### src/rtl/sleepseq_pkg.sv
package sleepseq_pkg;

  typedef enum logic [2:0] {
    ST_AWAKE,
    ST_SLEEP,
    ST_WT0,
    ST_WT1,
    ST_WT2,
    ST_BT0,
    ST_BT1
  } seqState_t;

  typedef enum logic [1:0] {
    PH_T0,
    PH_T1,
    PH_T2
  } phaseSel_t;

  // strobes from control to datapath
  typedef struct packed {
    logic      load;     // load phase counter with the duration of sel
    phaseSel_t sel;      // phase whose duration is loaded
    logic      buzzRun;  // buzz interval counter advances on ticks
    logic      buzzClr;  // buzz interval counter restarts
  } seqCtrl_t;

endpackage

### src/rtl/sleepseq_datapath.sv
module sleepseq_datapath
  import sleepseq_pkg::*;
#(
  parameter int CNT_W       = 6,
  parameter int BUZZ_W      = 16,
  parameter int SLOW_PERIOD = 32768,
  parameter int FAST_PERIOD = 8192
) (
  input  logic              clk,
  input  logic              rstN,
  input  logic              tickEn,
  input  seqCtrl_t          ctrl,
  input  logic              dblTaps,
  input  logic [1:0]        t0Code,
  input  logic [1:0]        t1Code,
  input  logic [1:0]        t2Code,
  input  logic [1:0]        buzzRate,
  input  logic [BUZZ_W-1:0] compatPeriod,
  output logic              phaseLast,
  output logic              buzzDue
);

  localparam logic [BUZZ_W-1:0] SLOW_LEN = BUZZ_W'(SLOW_PERIOD);
  localparam logic [BUZZ_W-1:0] FAST_LEN = BUZZ_W'(FAST_PERIOD);
  localparam logic [CNT_W-1:0]  MAX_LEN  = CNT_W'(60);

  function automatic logic [CNT_W-1:0] phaseLen(phaseSel_t s, logic [1:0] c, logic dbl);
    logic [CNT_W-1:0] base;
    case (s)
      PH_T0: case (c)
        2'b00:   base = CNT_W'(10);
        2'b01:   base = CNT_W'(14);
        2'b10:   base = CNT_W'(20);
        default: base = CNT_W'(30);
      endcase
      PH_T1: case (c)
        2'b00:   base = CNT_W'(3);
        2'b01:   base = CNT_W'(4);
        2'b10:   base = CNT_W'(5);
        default: base = CNT_W'(10);
      endcase
      default: case (c)
        2'b00:   base = CNT_W'(1);
        2'b01:   base = CNT_W'(2);
        2'b10:   base = CNT_W'(5);
        default: base = CNT_W'(10);
      endcase
    endcase
    return dbl ? (base << 1) : base;
  endfunction

  logic [1:0]        selCode;
  logic [CNT_W-1:0]  loadVal;
  logic [CNT_W-1:0]  phaseCnt;
  logic [BUZZ_W-1:0] period;
  logic [BUZZ_W-1:0] buzzCnt;
  logic              buzzHit;

  always_comb begin
    case (ctrl.sel)
      PH_T0:   selCode = t0Code;
      PH_T1:   selCode = t1Code;
      default: selCode = t2Code;
    endcase
    loadVal = phaseLen(ctrl.sel, selCode, dblTaps);
  end

  always_ff @(posedge clk) begin
    if (!rstN)                           phaseCnt <= '0;
    else if (ctrl.load)                  phaseCnt <= loadVal;
    else if (tickEn && phaseCnt != '0)   phaseCnt <= phaseCnt - 1'b1;
  end

  assign phaseLast = tickEn && (phaseCnt == CNT_W'(1));

  always_comb begin
    case (buzzRate)
      2'b01:   period = SLOW_LEN;
      2'b10:   period = FAST_LEN;
      default: period = compatPeriod;
    endcase
  end

  assign buzzHit = (buzzCnt == period - 1'b1);
  assign buzzDue = ctrl.buzzRun && tickEn && buzzHit;

  always_ff @(posedge clk) begin
    if (!rstN)                         buzzCnt <= '0;
    else if (ctrl.buzzClr)             buzzCnt <= '0;
    else if (ctrl.buzzRun && tickEn)   buzzCnt <= buzzHit ? '0 : buzzCnt + 1'b1;
  end

  // a freshly loaded phase always has time left
  assert_load_nonzero_R3: assert property (@(posedge clk) disable iff (!rstN)
    ctrl.load |=> phaseCnt != '0);

  // doubled longest tap is the ceiling
  assert_cnt_bound_R6: assert property (@(posedge clk) disable iff (!rstN)
    phaseCnt <= MAX_LEN);

  // without a tick the remaining time holds
  assert_no_tick_hold_R7: assert property (@(posedge clk) disable iff (!rstN)
    (!tickEn && !ctrl.load) |=> $stable(phaseCnt));

  // interval counter frozen whenever the scheduler is stopped
  assert_buzz_hold_R10: assert property (@(posedge clk) disable iff (!rstN)
    (!ctrl.buzzRun && !ctrl.buzzClr) |=> $stable(buzzCnt));

endmodule

### src/rtl/sleepseq_control.sv
module sleepseq_control
  import sleepseq_pkg::*;
(
  input  logic       clk,
  input  logic       rstN,
  input  logic       sleepReq,
  input  logic       gpioWake,
  input  logic       timerWake,
  input  logic       i2cWake,
  input  logic       oscOff,
  input  logic       i2cOn,
  input  logic       phaseLast,
  input  logic       buzzDue,
  output seqCtrl_t   ctrl,
  output logic [2:0] phaseStb,
  output logic       wakeDone,
  output logic       buzzDone,
  output logic       awake,
  output logic       regEn
);

  seqState_t state, stateN;
  logic [2:0] stbN;
  logic       wakeDoneN, buzzDoneN;
  logic       pend, pendN;
  logic       wakeOk;
  logic       inBuzz;

  assign wakeOk = gpioWake | (timerWake & ~oscOff) | (i2cWake & i2cOn);
  assign inBuzz = (state == ST_BT0) || (state == ST_BT1);

  always_comb begin
    stateN       = state;
    stbN         = '0;
    wakeDoneN    = 1'b0;
    buzzDoneN    = 1'b0;
    ctrl.load    = 1'b0;
    ctrl.sel     = PH_T0;
    ctrl.buzzRun = (state == ST_SLEEP) && !oscOff;
    ctrl.buzzClr = 1'b0;
    case (state)
      ST_AWAKE: if (sleepReq) begin
        stateN       = ST_SLEEP;
        ctrl.buzzClr = 1'b1;
      end
      ST_SLEEP: if (wakeOk) begin
        stateN    = ST_WT0;
        ctrl.load = 1'b1;
      end else if (buzzDue) begin
        stateN    = ST_BT0;
        ctrl.load = 1'b1;
      end
      ST_WT0: if (phaseLast) begin
        stateN    = ST_WT1;
        stbN[0]   = 1'b1;
        ctrl.load = 1'b1;
        ctrl.sel  = PH_T1;
      end
      ST_WT1: if (phaseLast) begin
        stateN    = ST_WT2;
        stbN[1]   = 1'b1;
        ctrl.load = 1'b1;
        ctrl.sel  = PH_T2;
      end
      ST_WT2: if (phaseLast) begin
        stateN    = ST_AWAKE;
        stbN[2]   = 1'b1;
        wakeDoneN = 1'b1;
      end
      ST_BT0: if (phaseLast) begin
        stateN    = ST_BT1;
        stbN[0]   = 1'b1;
        ctrl.load = 1'b1;
        ctrl.sel  = PH_T1;
      end
      ST_BT1: if (phaseLast) begin
        stbN[1]   = 1'b1;
        buzzDoneN = 1'b1;
        if (pend || wakeOk) begin
          stateN    = ST_WT0;
          ctrl.load = 1'b1;
        end else begin
          stateN    = ST_SLEEP;
        end
      end
      default: stateN = ST_AWAKE;
    endcase
  end

  assign pendN = inBuzz && ((stateN == ST_BT0) || (stateN == ST_BT1)) && (pend || wakeOk);

  always_ff @(posedge clk) begin
    if (!rstN) begin
      state    <= ST_AWAKE;
      phaseStb <= '0;
      wakeDone <= 1'b0;
      buzzDone <= 1'b0;
      pend     <= 1'b0;
    end else begin
      state    <= stateN;
      phaseStb <= stbN;
      wakeDone <= wakeDoneN;
      buzzDone <= buzzDoneN;
      pend     <= pendN;
    end
  end

  assign awake = (state == ST_AWAKE);
  assign regEn = (state != ST_SLEEP);

  // a buzz never produces the third strobe
  assert_buzz_no_t2_R8: assert property (@(posedge clk) disable iff (!rstN)
    inBuzz |=> !phaseStb[2]);

  // completion of wakeup coincides with the last phase strobe and full power
  assert_wake_done_last_R5: assert property (@(posedge clk) disable iff (!rstN)
    wakeDone |-> (phaseStb[2] && awake));

  // sleeping with the oscillator off never enters a buzz
  assert_osc_off_no_buzz_R10: assert property (@(posedge clk) disable iff (!rstN)
    ((state == ST_SLEEP) && oscOff) |=> (state != ST_BT0));

  // deepest sleep leaves only on a GPIO wake
  assert_deep_gpio_only_R11: assert property (@(posedge clk) disable iff (!rstN)
    ((state == ST_SLEEP) && oscOff && !i2cOn && !gpioWake) |=> (state == ST_SLEEP));

  // a held wake turns the end of a buzz into a wakeup
  assert_pending_wake_R12: assert property (@(posedge clk) disable iff (!rstN)
    ((state == ST_BT1) && phaseLast && pend) |=> (state == ST_WT0));

  // sleep request has no effect once a sequence runs
  assert_sleep_ignored_R2: assert property (@(posedge clk) disable iff (!rstN)
    ((state == ST_WT1) && sleepReq) |=> (state != ST_SLEEP));

endmodule

### src/rtl/sleep_wake_sequencer.sv
module sleep_wake_sequencer
  import sleepseq_pkg::*;
#(
  parameter int CNT_W       = 6,
  parameter int BUZZ_W      = 16,
  parameter int SLOW_PERIOD = 32768,
  parameter int FAST_PERIOD = 8192
) (
  input  logic              clk,
  input  logic              rstN,
  input  logic              tickEn,
  input  logic              sleepReq,
  input  logic              gpioWake,
  input  logic              timerWake,
  input  logic              i2cWake,
  input  logic [6:0]        tapCfg,
  input  logic [3:0]        sleepCfg,
  input  logic [BUZZ_W-1:0] compatPeriod,
  output logic [2:0]        phaseStb,
  output logic              regEn,
  output logic              awake,
  output logic              wakeDone,
  output logic              buzzDone
);

  seqCtrl_t ctrl;
  logic     phaseLast;
  logic     buzzDue;

  sleepseq_control ctrl_i (
    .clk       (clk),
    .rstN      (rstN),
    .sleepReq  (sleepReq),
    .gpioWake  (gpioWake),
    .timerWake (timerWake),
    .i2cWake   (i2cWake),
    .oscOff    (sleepCfg[0]),
    .i2cOn     (sleepCfg[1]),
    .phaseLast (phaseLast),
    .buzzDue   (buzzDue),
    .ctrl      (ctrl),
    .phaseStb  (phaseStb),
    .wakeDone  (wakeDone),
    .buzzDone  (buzzDone),
    .awake     (awake),
    .regEn     (regEn)
  );

  sleepseq_datapath #(
    .CNT_W       (CNT_W),
    .BUZZ_W      (BUZZ_W),
    .SLOW_PERIOD (SLOW_PERIOD),
    .FAST_PERIOD (FAST_PERIOD)
  ) dp_i (
    .clk          (clk),
    .rstN         (rstN),
    .tickEn       (tickEn),
    .ctrl         (ctrl),
    .dblTaps      (tapCfg[6]),
    .t0Code       (tapCfg[1:0]),
    .t1Code       (tapCfg[3:2]),
    .t2Code       (tapCfg[5:4]),
    .buzzRate     (sleepCfg[3:2]),
    .compatPeriod (compatPeriod),
    .phaseLast    (phaseLast),
    .buzzDue      (buzzDue)
  );

endmodule

### config.mk
export PLATFORM = sky130hd
export DESIGN_NAME = sleep_wake_sequencer
export DESIGN_NICKNAME = d
export VERILOG_FILES = /design/src/rtl/sleepseq_pkg.sv /design/src/rtl/sleepseq_datapath.sv /design/src/rtl/sleepseq_control.sv /design/src/rtl/sleep_wake_sequencer.sv
export SDC_FILE = /design/constraint.sdc
export NUM_CORES = 1
export LEC_CHECK = 0
export BUFFER_PORTS_ARGS = -buffer_cell sky130_fd_sc_hd__buf_2
export CORE_MARGIN = 2
export CORE_UTILIZATION = 45
export DETAILED_ROUTE_END_ITERATION = 8
export GPL_TIMING_DRIVEN = 0
export PLACE_DENSITY = 0.64
export SYNTH_ARGS = -nofsm -noshare
export SYNTH_HDL_FRONTEND = slang
export SYNTH_HIERARCHICAL = 1
export SYNTH_SLANG_ARGS = --single-unit
### constraint.sdc
create_clock -name clk -period 6.1 [get_ports clk]
set_clock_uncertainty 0.05 [all_clocks]
set_input_delay 1.22 -clock clk [delete_from_list [all_inputs] [get_ports clk]]
set_output_delay 1.22 -clock clk [all_outputs]
set_load 0.05 [all_outputs]
==> flow_summary.json <==
{
  "syn-num-nets": 393,
  "worstHoldStart": "dp_i/phaseCnt[5]",
  "fin_crit_ps": 5750,
  "cp_cell_sequence": "buf_2 -> inv_1 -> ha_1 -> clkbuf_1 -> buf_2 -> buf_4 -> nand2_1 -> ha_1 -> clkbuf_1 -> or4b_1 -> or4_1 -> and3_4 -> xnor2_2 -> a2111oi_1 -> nand4_1 -> nor2_1 -> o21ai_0 -> nand3_1 -> clkbuf_2 -> o21ai_0 -> o211a_1",
  "placement_rows": 28,
  "reg2reg_depth": 15,
  "holdBufCountCts": 0,
  "synthToLayoutAreaGrowth_pct": 13.9,
  "crit_arrival_ps": 5870,
  "crit_required_ps": 6220,
  "cts_buffers": 5,
  "clk_pin_slew_worst_paths_ps": 60,
  "viasPerCell": 5.72,
  "synthArstFlopShare_pct": 0,
  "critPathTopFamily": "simple AND/OR/NAND/NOR gates",
  "slowest_delay_ps": 540,
  "dieArea_mm2": 0.00677,
  "fin_crit_sh_pct": 94.3,
  "syn_avg_cell_area_um2": 7.88,
  "yosysTopAreaCell": "dfxtp_1",
  "tns_ps": 0,
  "status": "finished clean",
  "grt_use_total_pct": 20.8,
  "p_per_area_mw_per_mm2": 209,
  "r2r_slack_ps": 2730,
  "netlist_top_cells_area": "dfxtp_1 (22%), xor2_1 (5.4%), xnor2_1 (4.8%), ha_1 (4.1%), nand2_1 (4.1%)",
  "finalSetupViolCount": 0,
  "design_area_mm2": 0.00314,
  "fmax_ghz": 0.174,
  "antenna_left": 0,
  "hp-class": "reg2reg",
  "rr_startpoint": "dp_i/phaseCnt[2]",
  "r2r_end": "dp_i/phaseCnt[2]",
  "ys_seq_area_share_pct": 21.8,
  "globalplace.congestion": 0.839,
  "finalWorstSetupSlack_ps": 346,
  "cellLeakagePower_nw": 1.24,
  "cp-end-kind": "flip-flop",
  "cts_tree": "yes",
  "crit_path_start_kind": "input pin",
  "max_slew_margin_pct": 51.7,
  "layout-drive-gt1-share_pct": 20.7,
  "cts_root_buf": "clkbuf_8",
  "netlist_instances": 350,
  "synth-edff-count": 0,
  "core-area_mm2": 0.00592,
  "whs_ps": 418,
  "post-route-drc-count": 0,
  "yosys_warnings": 6,
  "fin_nets": 439,
  "critPathBufInv": 7,
  "htreeDepth": 2,
  "hold_violations": 0,
  "synth.distinct_cells": 69,
  "rsz0062_at_grt": "no",
  "synth-seq-cells": 30,
  "hpwl_um": 5170,
  "ir_worst_vdd_v": 0.000202,
  "num_vias": 2701,
  "crit_path_max_fanout": 10,
  "grt_pass1_wl_um": 11000,
  "worstSetupPathType": "in2reg",
  "worst_pin_slew_ps": 715,
  "drv_slew": 0,
  "start_util_pct": 46.6,
  "syn_area_mm2": 0.00276,
  "clock_latency_ps": 280,
  "post_drt_wl_per_cell_um": 14.4,
  "diodes": 0,
  "grt.overflow.total": 0,
  "grt_max_degree": 13,
  "grt_antenna_before_repair": 0,
  "wl_um": 6810,
  "hold_path_end": "dp_i/phaseCnt[5]",
  "cts_sinks": 30,
  "first_iter_violations": 116,
  "slowest_stage": "a2111oi_1",
  "die-height_um": 82.3,
  "min_path_cells": 2,
  "netlist.area_leader.share_pct": 21.8,
  "finalNonFillerCells": 472,
  "grt_pass1_vias": 2413,
  "pin_count": 41,
  "total_power_mw": 0.655,
  "io_buffers": 39,
  "cts_buffer_depth": 2,
  "numPlacedInstances": 464,
  "utilization_pct": 53.0,
  "pre_cts_ws_ps": -147,
  "ys.flop_type": "dfxtp_1",
  "synthTopCellsByCount": "dfxtp_1 (30), nand2_1 (30), nor2_1 (17), xor2_1 (17)",
  "die_x_um": 82.3,
  "max-cap-violations": 0,
  "placed_area_mm2": 0.00305,
  "first_pass_iters": 4
}
registers in the layout, indices dropped and copies added, names as in the netlist:
register / flops
ctrl_i/phaseStb: 2
ctrl_i/wakeDone: 1
ctrl_i/pend: 1
dp_i/phaseCnt: 6
dp_i/buzzCnt: 16
ctrl_i/buzzDone: 1
ctrl_i/state: 3
metal layers:
layer	wire length, um	track usage [%]	share of wire [%]	vias to the layer above
met2	3340	37.5	49	56
met3	254	2.72	3.7	8
met1	3120	25.7	46	1261
met5	0	0	0	-
li1	-	-	-	1376
met4	95	5.67	1.4	0
kinds of logic after synthesis:
kind of cell | count (synthesis) | synth area share, %
buffers and inverters | 36 | 6.31
adder cells (fa/ha/maj) | 9 | 4.08
AO/OA/AOI/OAI | 82 | 21.2
multiplexers | 7 | 2.63
AND/OR/NAND/NOR | 152 | 32.7
XOR/XNOR | 34 | 11.3
flip-flops | 30 | 21.8
worst max-delay path by stage:
stage | start | end | slack, ps | cells after the start
finish | sleepCfg[2] | dp_i/phaseCnt[0] | 350 | 21
global route | sleepCfg[2] | dp_i/phaseCnt[0] | 10 | 22
CTS | sleepCfg[2] | dp_i/phaseCnt[0] | 150 | 21
detailed placement | sleepCfg[2] | dp_i/phaseCnt[0] | -150 | 21
global placement | sleepCfg[2] | dp_i/phaseCnt[0] | -90 | 21
floorplan | sleepCfg[2] | dp_i/phaseCnt[0] | 970 | 20
layout make-up:
class	count	area, um^2
plain buffers	22	123
clock buffers	7	86.3
clock inverters	1	5.00
fillers	587	2780
inverters	14	52.6
multi-input cells	284	1980
flip-flops and latches	30	601
well taps	75	93.8
repair buffers	39	195
layout by cell type (no fill, tap or decap), types with 9 or more instances in the layout:
cell and count:
clkbuf_1 10, nor3_2 10, nor3_1 13, a21oi_1 16
xnor2_1 15, o21ai_0 13, xor2_1 17, nand2_1 30
buf_2 43, inv_1 13, ha_1 9, dfxtp_1 30
nand3_1 16, nand4_1 9, nor2_1 17
tightest hold or removal path, cell delays in order (launching register included):
cell and delay, ps:
dfxtp_1 330, inv_1 50, a21oi_1 50
timing repair:
| action | in CTS | in global routing |
|---|---|---|
| endpoints found under the setup margin | 0 | 5 |
| gates resized for setup | 0 | 3 |
| setup buffers | 0 | 0 |
power by group:
part / total, mW / internal (mW) / switching [mW]
clock: 0.164 / 0.0909 / 0.0729
combinational: 0.256 / 0.111 / 0.144
sequential: 0.236 / 0.217 / 0.0190
total: 0.655 / 0.419 / 0.236
Note: power is estimated with default switching activity, not from simulation.
